**config.mk**
```make
export PLATFORM = sky130hd
export DESIGN_NAME = ivt_timer
export DESIGN_NICKNAME = d
export VERILOG_FILES = /design/src/rtl/ivt_pkg.sv /design/src/rtl/ivt_prescale.sv /design/src/rtl/ivt_count.sv /design/src/rtl/ivt_plog.sv /design/src/rtl/ivt_timer.sv
export SDC_FILE = /design/constraint.sdc
export NUM_CORES = 1
export LEC_CHECK = 0
export ABC_AREA = 1
export ABC_CLOCK_PERIOD_IN_PS = 2100
export BUFFER_PORTS_ARGS = -buffer_cell sky130_fd_sc_hd__clkbuf_2
export CAP_MARGIN = 25
export CORE_MARGIN = 5
export CORE_UTILIZATION = 55
export DETAILED_ROUTE_END_ITERATION = 12
export PLACE_DENSITY = 0.9
export SYNTH_ARGS = -nofsm -noshare
export SYNTH_HDL_FRONTEND = slang
export SYNTH_SLANG_ARGS = --single-unit
```
**constraint.sdc**
```tcl
create_clock -name clk -period 2.1 [get_ports clk]
set_input_delay 0.315 -clock clk [delete_from_list [all_inputs] [get_ports clk]]
set_output_delay 0.315 -clock clk [all_outputs]
set_load 0.01 [all_outputs]
```
**src/rtl/ivt_pkg.sv**
```systemverilog
package ivt_pkg;

    localparam int DATA_W  = 32;
    localparam int ADDR_W  = 4;
    localparam int CNT_W   = 20;
    localparam int PER_W   = DATA_W - CNT_W;
    localparam int RUN_BIT = 24;
    localparam int IRQ_BIT = 25;

    localparam logic [ADDR_W-1:0] OFF_CTRL  = 4'h0;
    localparam logic [ADDR_W-1:0] OFF_STAT  = 4'h4;
    localparam logic [ADDR_W-1:0] OFF_VALUE = 4'h8;
    localparam logic [ADDR_W-1:0] OFF_PEEK  = 4'hC;

    typedef struct packed {
        logic             irq_on;
        logic             run_on;
        logic [CNT_W-1:0] limit;
    } ctrl_t;

    function automatic ctrl_t ctrl_from_word(input logic [DATA_W-1:0] w);
        ctrl_t c;
        c.irq_on = w[IRQ_BIT];
        c.run_on = w[RUN_BIT];
        c.limit  = w[CNT_W-1:0];
        return c;
    endfunction

    function automatic logic [DATA_W-1:0] ctrl_to_word(input ctrl_t c);
        logic [DATA_W-1:0] w;
        w = '0;
        w[IRQ_BIT]     = c.irq_on;
        w[RUN_BIT]     = c.run_on;
        w[CNT_W-1:0]   = c.limit;
        return w;
    endfunction

    function automatic logic [DATA_W-1:0] snap_word(input logic [PER_W-1:0] per,
                                                    input logic [CNT_W-1:0] cnt);
        return {per, cnt};
    endfunction

endpackage

```
**src/rtl/ivt_prescale.sv**
```systemverilog
module ivt_prescale #(
    parameter int DIV = 16
) (
    input  logic clk,
    input  logic rst,
    input  logic active,
    output logic tick
);
    localparam int W = (DIV > 1) ? $clog2(DIV) : 1;
    localparam logic [W-1:0] LAST = W'(DIV - 1);

    logic [W-1:0] pre_q;

    always_ff @(posedge clk) begin
        if (rst || !active) begin
            pre_q <= '0;
        end else if (pre_q == LAST) begin
            pre_q <= '0;
        end else begin
            pre_q <= pre_q + 1'b1;
        end
    end

    assign tick = active && (pre_q == LAST);
endmodule

```
**src/rtl/ivt_count.sv**
```systemverilog
module ivt_count #(
    parameter int W = 20
) (
    input  logic         clk,
    input  logic         rst,
    input  logic         tick,
    input  logic [W-1:0] limit,
    output logic [W-1:0] cnt,
    output logic         wrap
);
    // at or above the limit ends the period, so a lowered limit cannot strand the count
    assign wrap = tick && (cnt >= limit);

    always_ff @(posedge clk) begin
        if (rst) begin
            cnt <= '0;
        end else if (wrap) begin
            cnt <= '0;
        end else if (tick) begin
            cnt <= cnt + 1'b1;
        end
    end
endmodule

```
**src/rtl/ivt_plog.sv**
```systemverilog
module ivt_plog #(
    parameter int W = 12
) (
    input  logic         clk,
    input  logic         rst,
    input  logic         wrap,
    input  logic         ack,
    output logic         flag,
    output logic [W-1:0] periods
);
    localparam logic [W-1:0] TOP = {W{1'b1}};

    always_ff @(posedge clk) begin
        if (rst) begin
            flag    <= 1'b0;
            periods <= '0;
        end else if (wrap) begin
            flag    <= 1'b1;
            if (ack) begin
                periods <= W'(1);
            end else if (periods != TOP) begin
                periods <= periods + 1'b1;
            end
        end else if (ack) begin
            flag    <= 1'b0;
            periods <= '0;
        end
    end
endmodule

```
**src/rtl/ivt_timer.sv**
```systemverilog
module ivt_timer
    import ivt_pkg::*;
#(
    parameter int DIV = 16
) (
    input  logic              clk,
    input  logic              rst,
    input  logic              bus_sel,
    input  logic              bus_wr,
    input  logic [ADDR_W-1:0] bus_addr,
    input  logic [DATA_W-1:0] bus_wdata,
    output logic [DATA_W-1:0] bus_rdata,
    output logic              irq_o
);
    ctrl_t            ctrl_q;
    logic             ctrl_we;
    logic             ack;
    logic             active;
    logic             tick;
    logic             wrap;
    logic             flag;
    logic [CNT_W-1:0] cnt;
    logic [PER_W-1:0] periods;

    assign ctrl_we = bus_sel && bus_wr && (bus_addr == OFF_CTRL);
    assign ack     = bus_sel && !bus_wr && (bus_addr == OFF_VALUE);

    always_ff @(posedge clk) begin
        if (rst) begin
            ctrl_q <= '0;
        end else if (ctrl_we) begin
            ctrl_q <= ctrl_from_word(bus_wdata);
        end
    end

    // keep running after switch-off until the period is finished
    assign active = ctrl_q.run_on || (cnt != '0);

    ivt_prescale #(.DIV(DIV)) u_pre (
        .clk    (clk),
        .rst    (rst),
        .active (active),
        .tick   (tick)
    );

    ivt_count #(.W(CNT_W)) u_cnt (
        .clk   (clk),
        .rst   (rst),
        .tick  (tick),
        .limit (ctrl_q.limit),
        .cnt   (cnt),
        .wrap  (wrap)
    );

    ivt_plog #(.W(PER_W)) u_log (
        .clk     (clk),
        .rst     (rst),
        .wrap    (wrap),
        .ack     (ack),
        .flag    (flag),
        .periods (periods)
    );

    always_comb begin
        unique case (bus_addr)
            OFF_CTRL:  bus_rdata = ctrl_to_word(ctrl_q);
            OFF_STAT:  bus_rdata = {{(DATA_W-1){1'b0}}, flag};
            OFF_VALUE: bus_rdata = snap_word(periods, cnt);
            OFF_PEEK:  bus_rdata = snap_word(periods, cnt);
            default:   bus_rdata = '0;
        endcase
    end

    assign irq_o = flag && ctrl_q.irq_on;
endmodule

```
; After elaboration in Yosys (flattened, before gate mapping)
; Index checks and enable logic that the tools add are counted.
; Widths: inputs -> output; s select.
[word_totals]
regBits = 59
latch_bits = 0
ram_bits = 0
romBits = 0
output_inout_bits = 33
n_memories = 0
[classes]
add_sub_neg = 3
multipliers = 0
div_mod_pow = 0
order_cmp = 1
eq_ne = 5
shift = 0
muxes = 7
bitwise = 0
n_reduce_logical = 19
[op_table]
columns = cell, count
row1 = $pmux 32 s3, 1
row2 = $mux 12, 4
row3 = $add 20x1->20 const B, 1
row4 = $ge 20x20->1, 1
row5 = $reduce_bool 20->1, 1
row6 = $add 12x1->12 const B, 1
row7 = $eq 4x4->1 const B, 3
row8 = $ne 12x12->1 const B, 1
row9 = $logic_and 1x1->1, 7
row10 = $reduce_or 2->1, 3
row11 = $add 4x1->4 const B, 1
row12 = $eq 4x3->1 const B, 1
row13 = $logic_not 4->1, 1
row14 = $reduce_bool 2->1, 2
row15 = $logic_not 1->1, 2
row16 = $logic_or 1x1->1, 2
row17 = $mux 1, 2
row18 = $reduce_and 2->1, 1

; Logic depth before layout (Yosys ltp)
[depth]
word_depth = 6
depth_mapped = 16

; Modules after synthesis
; Synthesis repeated with hierarchy kept, for this count alone.
[unflattened]
cells_unflattened = 617
area_unflattened_um2 = 3981.3
[by_module_without_submodules]
columns = module, n_inst, cells_per_inst, area_each_um2
row1 = ivt_count, 1, 226, 1621.6
row2 = ivt_timer, 1, 234, 1348.8
row3 = ivt_plog, 1, 137, 844.6
row4 = ivt_prescale, 1, 20, 166.4

; Worst setup path before layout
; Ideal clock, no wire load.
[synth_timing]
kind = reg-to-reg
from = reg u_cnt.cnt[0]
to = reg u_log.periods[3]
setup_ns = 0.113
arrival_ns = 1.656
t_required_ns = 1.987
setup_slack_ns = 0.331
stages_incl_launch_ff = 15
n_path_buf = 1
path_cell_list = dfxtp_1 inv_1 ha_1 nand2_1 nor2_1 nand2_1 nor2_1 nand2_1 nand4_2 nand2_2 buf_6 nand2_4 nand2_4 nor2_1 nor2_1
[synth_between]
elab_chain_cells = 6
word_cells_on_any_way = 8
cone_classes = 1 x order compare / 1 x mux / 6 x reduce/logical
[synth_lines]
columns = item, line_no
row1 = from (decl), ivt_count.sv:8  ; output logic [W-1:0] cnt,
row2 = from (signal assigned), ivt_count.sv:20  ; cnt <= cnt + 1'b1;
row3 = branches (longest 3 deep; another with $ge 20x20->1), -
row4 = $logic_and 1x1->1 (*), ivt_count.sv:12  ; assign wrap = tick && (cnt >= limit);
row5 = $reduce_bool 2->1 (no line), -
row6 = $reduce_and 2->1 (no line), -
row7 = to (signal assigned), ivt_plog.sv:22  ; periods <= periods + 1'b1;
row8 = to (decl), ivt_plog.sv:9  ; output logic [W-1:0] periods
; Mark *: on every way between the ends.
; A chain may end at the register's enable or synchronous reset.

; Worst setup path in the final report
[layout_timing]
from = reg ctrl_q[19] (netlist bit)
to = reg u_cnt.cnt[2]
[layout_between]
elab_chain_cells = 3
[layout_lines]
columns = item, line_no
row1 = from (decl), ivt_timer.sv:15  ; ctrl_t ctrl_q;
row2 = from (signal assigned), ivt_timer.sv:32  ; ctrl_q <= ctrl_from_word(bus_wdata);
row3 = $ge 20x20->1, ivt_count.sv:12
row4 = $logic_and 1x1->1, ivt_count.sv:12
row5 = $reduce_or 2->1 (no line), -
; Every way passes these cells.

==> results.md <==
- Outcome: completed
- HPWL Detailed: around 8200 um
- Clock Skew: ~0.011 ns
- Final min period: a little over 2 ns
- Critical path fanouts, max: 10
- Setup WS pre-CTS: between 0.05 and 0.06 ns
- Initial DRT Pass Iterations: 5
- Met2 Usage GRT: ~46%
- #FFs+latches synth: 59
- Reg2Reg Launch Point: ctrl_q[19]$_SDFFE_PP0P_
- # setup viols final: 0
- I/O Pins: between 70 and 80
- Fin worst setup slack: about 0.086 ns
- Gr busiest metal: met2
- Final clock period utilization by the worst path: 95.9%
- Initial Util: between 50% and 60%
- Clock root buffer: clkbuf_8
- Reg area: about 0.0012 mm^2
- Commonest cells after routing, fill and taps aside: nand2_1 (103), inv_1 (70), nor2_1 (64)
- Later-pin clock latency in the skew report: around 0.35 ns
- Routability cong.: 0.989
- Vias/cell: 5.76
- Vias in the first global route: roughly 4000
- Total Routing Usage GR: 25.7%
- Post-synth EDFFs: 0
- Mapped Area: 0.00379 mm^2
- Initial antenna violation count: 0
- ANT cells: 0
- Final WL: between 10000 and 15000 um
- Reg-to-reg slack, setup: ~0.086 ns
- Critical path launch point type: flop
- Critical path capture point type: flop
- Fin util: roughly two thirds
- Syn Area/Cell: 6.72 um^2
- Multi-input gate area: ~0.0023 mm^2
- First-pass GRT wire length: between 15000 and 20000 um
- Hold Buf Count CTS: 0
- RR Endpoint: u_cnt.cnt[2]$_SDFFE_PP0P_
- DRC Markers: 0
- DR iter-0 viols: around 290
- Critical Path RT: approximately 2.4 ns
- Fill count: roughly 570
- PD cells: roughly 500 mW/mm^2
- Worst Hold End: ctrl_q[4]$_SDFFE_PP0P_
- Grt ovf: 0
- Hold Crit Start: bus_wdata[4]
- Crit Path Category: reg2reg
- Met3 usage: under 10%
- Syn_nets: roughly 630
- Max Root-Sink Buffers: 2
- Area Overhead vs Synth: 22.2%
- Met1 Use GR: around 29%
- Hold Fails Final Rpt: 0
- Hold path depth: 3
- F_max: just under 500 MHz
- Max IR drop VDD: 0.000329 V
- Nets@finish: roughly 700
- Share of cells above drive strength 1: 22.7%
- Antenna Nets Post-Route: 0
- Die height: roughly 93 um
- HP Class: in2reg
- Slew headroom: 67.8%
- Cell variety after synth: 36
- Arrival @ worst endpoint: roughly 2.3 ns
- Leak: 2.04 nW
- Yosys warns: 0
- Cells after synthesis: about 560
- CTS Buf Count: 9
- Vias: 4210
- Reg clk slew, reported paths: about 0.070 ns
- Core box area: 0.00676 mm^2
- Port Buffer Count: 62
- Top_reg_cell synth: dfxtp_1
- Sequential element share of the synthesized area: 31.2%
- FP Rows: 30
- Horiz. Die Dim: 93.0 um
- Commonest non-fill, non-tap cell in the layout: nand2_1
- H-tree depth reported by CTS: 3
- Cell area after layout: around 0.0046 mm^2
- WL/cell: 15.2 um
- Total power: approximately 2.3 mW
- Max-slew violation count: 0
- Placement Cell Area: 0.00432 mm^2
- Die area: approximately 0.0087 mm^2
- Asr flop ratio synth: 0%
- Max Cap Viol: 0
- Maximum number of pins on one net before global-route repair: 44
- TritonCTS clock tree: built
- Worst slew pin tran: roughly 0.48 ns
- Clock sink total: 59
- R2R depth: 12
critical path: stages (launching register included):
cell,delay [ns]
dfxtp_1,0.31
inv_1,0.07
ha_1,0.31
nand2_1,0.13
inv_1,0.07
nand2_1,0.07
nand2_1,0.07
a21oi_2,0.17
nand4_4,0.15
nand2_4,0.16
nand2_4,0.09
buf_12,0.17
nor3b_2,0.16
metal layers:
metal,vias up,share of wire [%]
met1,1929,39
met5,-,0
met3,52,6.7
met4,0,3.8
li1,2017,-
met2,212,51
final cells by class:
cell class / instances / share of cell area, %
Multi-Input combinational cell: 406 / 49.5
Clock buffer: 10 / 2.75
Sequential cell: 59 / 25.5
Tap cell: 80 / 2.16
Inverter: 77 / 6.29
Clock inverter: 6 / 1.43
Timing Repair Buffer: 93 / 12.4
Yosys cell counts (all sizes together) (8+ instances only):
library cell  number  area (um^2)
nor3              16          106
ha                24          300
buf                8         55.1
clkbuf            14         52.6
dfxtp             59         1180
nand4             15          100
nand2            110          430
o21ai             29          145
nand3             36          185
xor2              14          123
inv               77          292
o22ai             19          119
nor2              75          313
a21oi             55          275
worst max-delay path by stage:
| stage | from | endpoint | slack, ns |
|---|---|---|---|
| 2_1_floorplan | u_cnt.cnt[0]$_SDFFE_PP0P_ | u_log.periods[3]$_SDFFE_PP0P_ | 0.33 |
| 3_3_place_gp | ctrl_q[11]$_SDFFE_PP0P_ | u_log.periods[7]$_SDFFE_PP0P_ | 0.11 |
| 5_1_grt | ctrl_q[19]$_SDFFE_PP0P_ | u_cnt.cnt[2]$_SDFFE_PP0P_ | -0.07 |
| 6_report | ctrl_q[19]$_SDFFE_PP0P_ | u_cnt.cnt[2]$_SDFFE_PP0P_ | 0.09 |
| 4_1_cts | ctrl_q[11]$_SDFFE_PP0P_ | u_log.periods[7]$_SDFFE_PP0P_ | 0.03 |
| 3_5_place_dp | ctrl_q[11]$_SDFFE_PP0P_ | u_log.periods[7]$_SDFFE_PP0P_ | 0.05 |
stage by stage:
stage	hold slack (ns)	cells	setup TNS, ns
floorplan	0.384	564	0
global placement	0.429	712	0
detailed placement	0.444	712	0
CTS	0.239	728	0
global route	0.255	731	-0.421
finish	0.240	731	0
where the power goes:
part	internal, mW	switching, mW	leakage, nW
clock	0.547	0.485	0.0885
sequential	1.13	0.00300	0.476
combinational	0.0642	0.0979	1.48
total	1.74	0.586	2.04
sequential cells by signal (all words and copies together), names as in the netlist:
| name | count |
|---|---|
| ctrl_q | 22 |
| u_pre.pre_q | 4 |
| u_cnt.cnt | 20 |
| u_log.periods | 12 |
| u_log.flag | 1 |
timing repair:
action	4_1_cts	5_1_grt
setup endpoints to repair	0	33
setup buffers	0	2
gates resized for setup	0	21
logic make-up after synthesis:
family	share of synthesized area, %
adders and majority gates	7.92
DFF	31.2
xor gates and xnor gates	3.70
buffers and inverters	10.5
and+or+nand+nor	31.8
AOI/OAI and AO/OA	14.9
(Power assumes the default switching activity.)
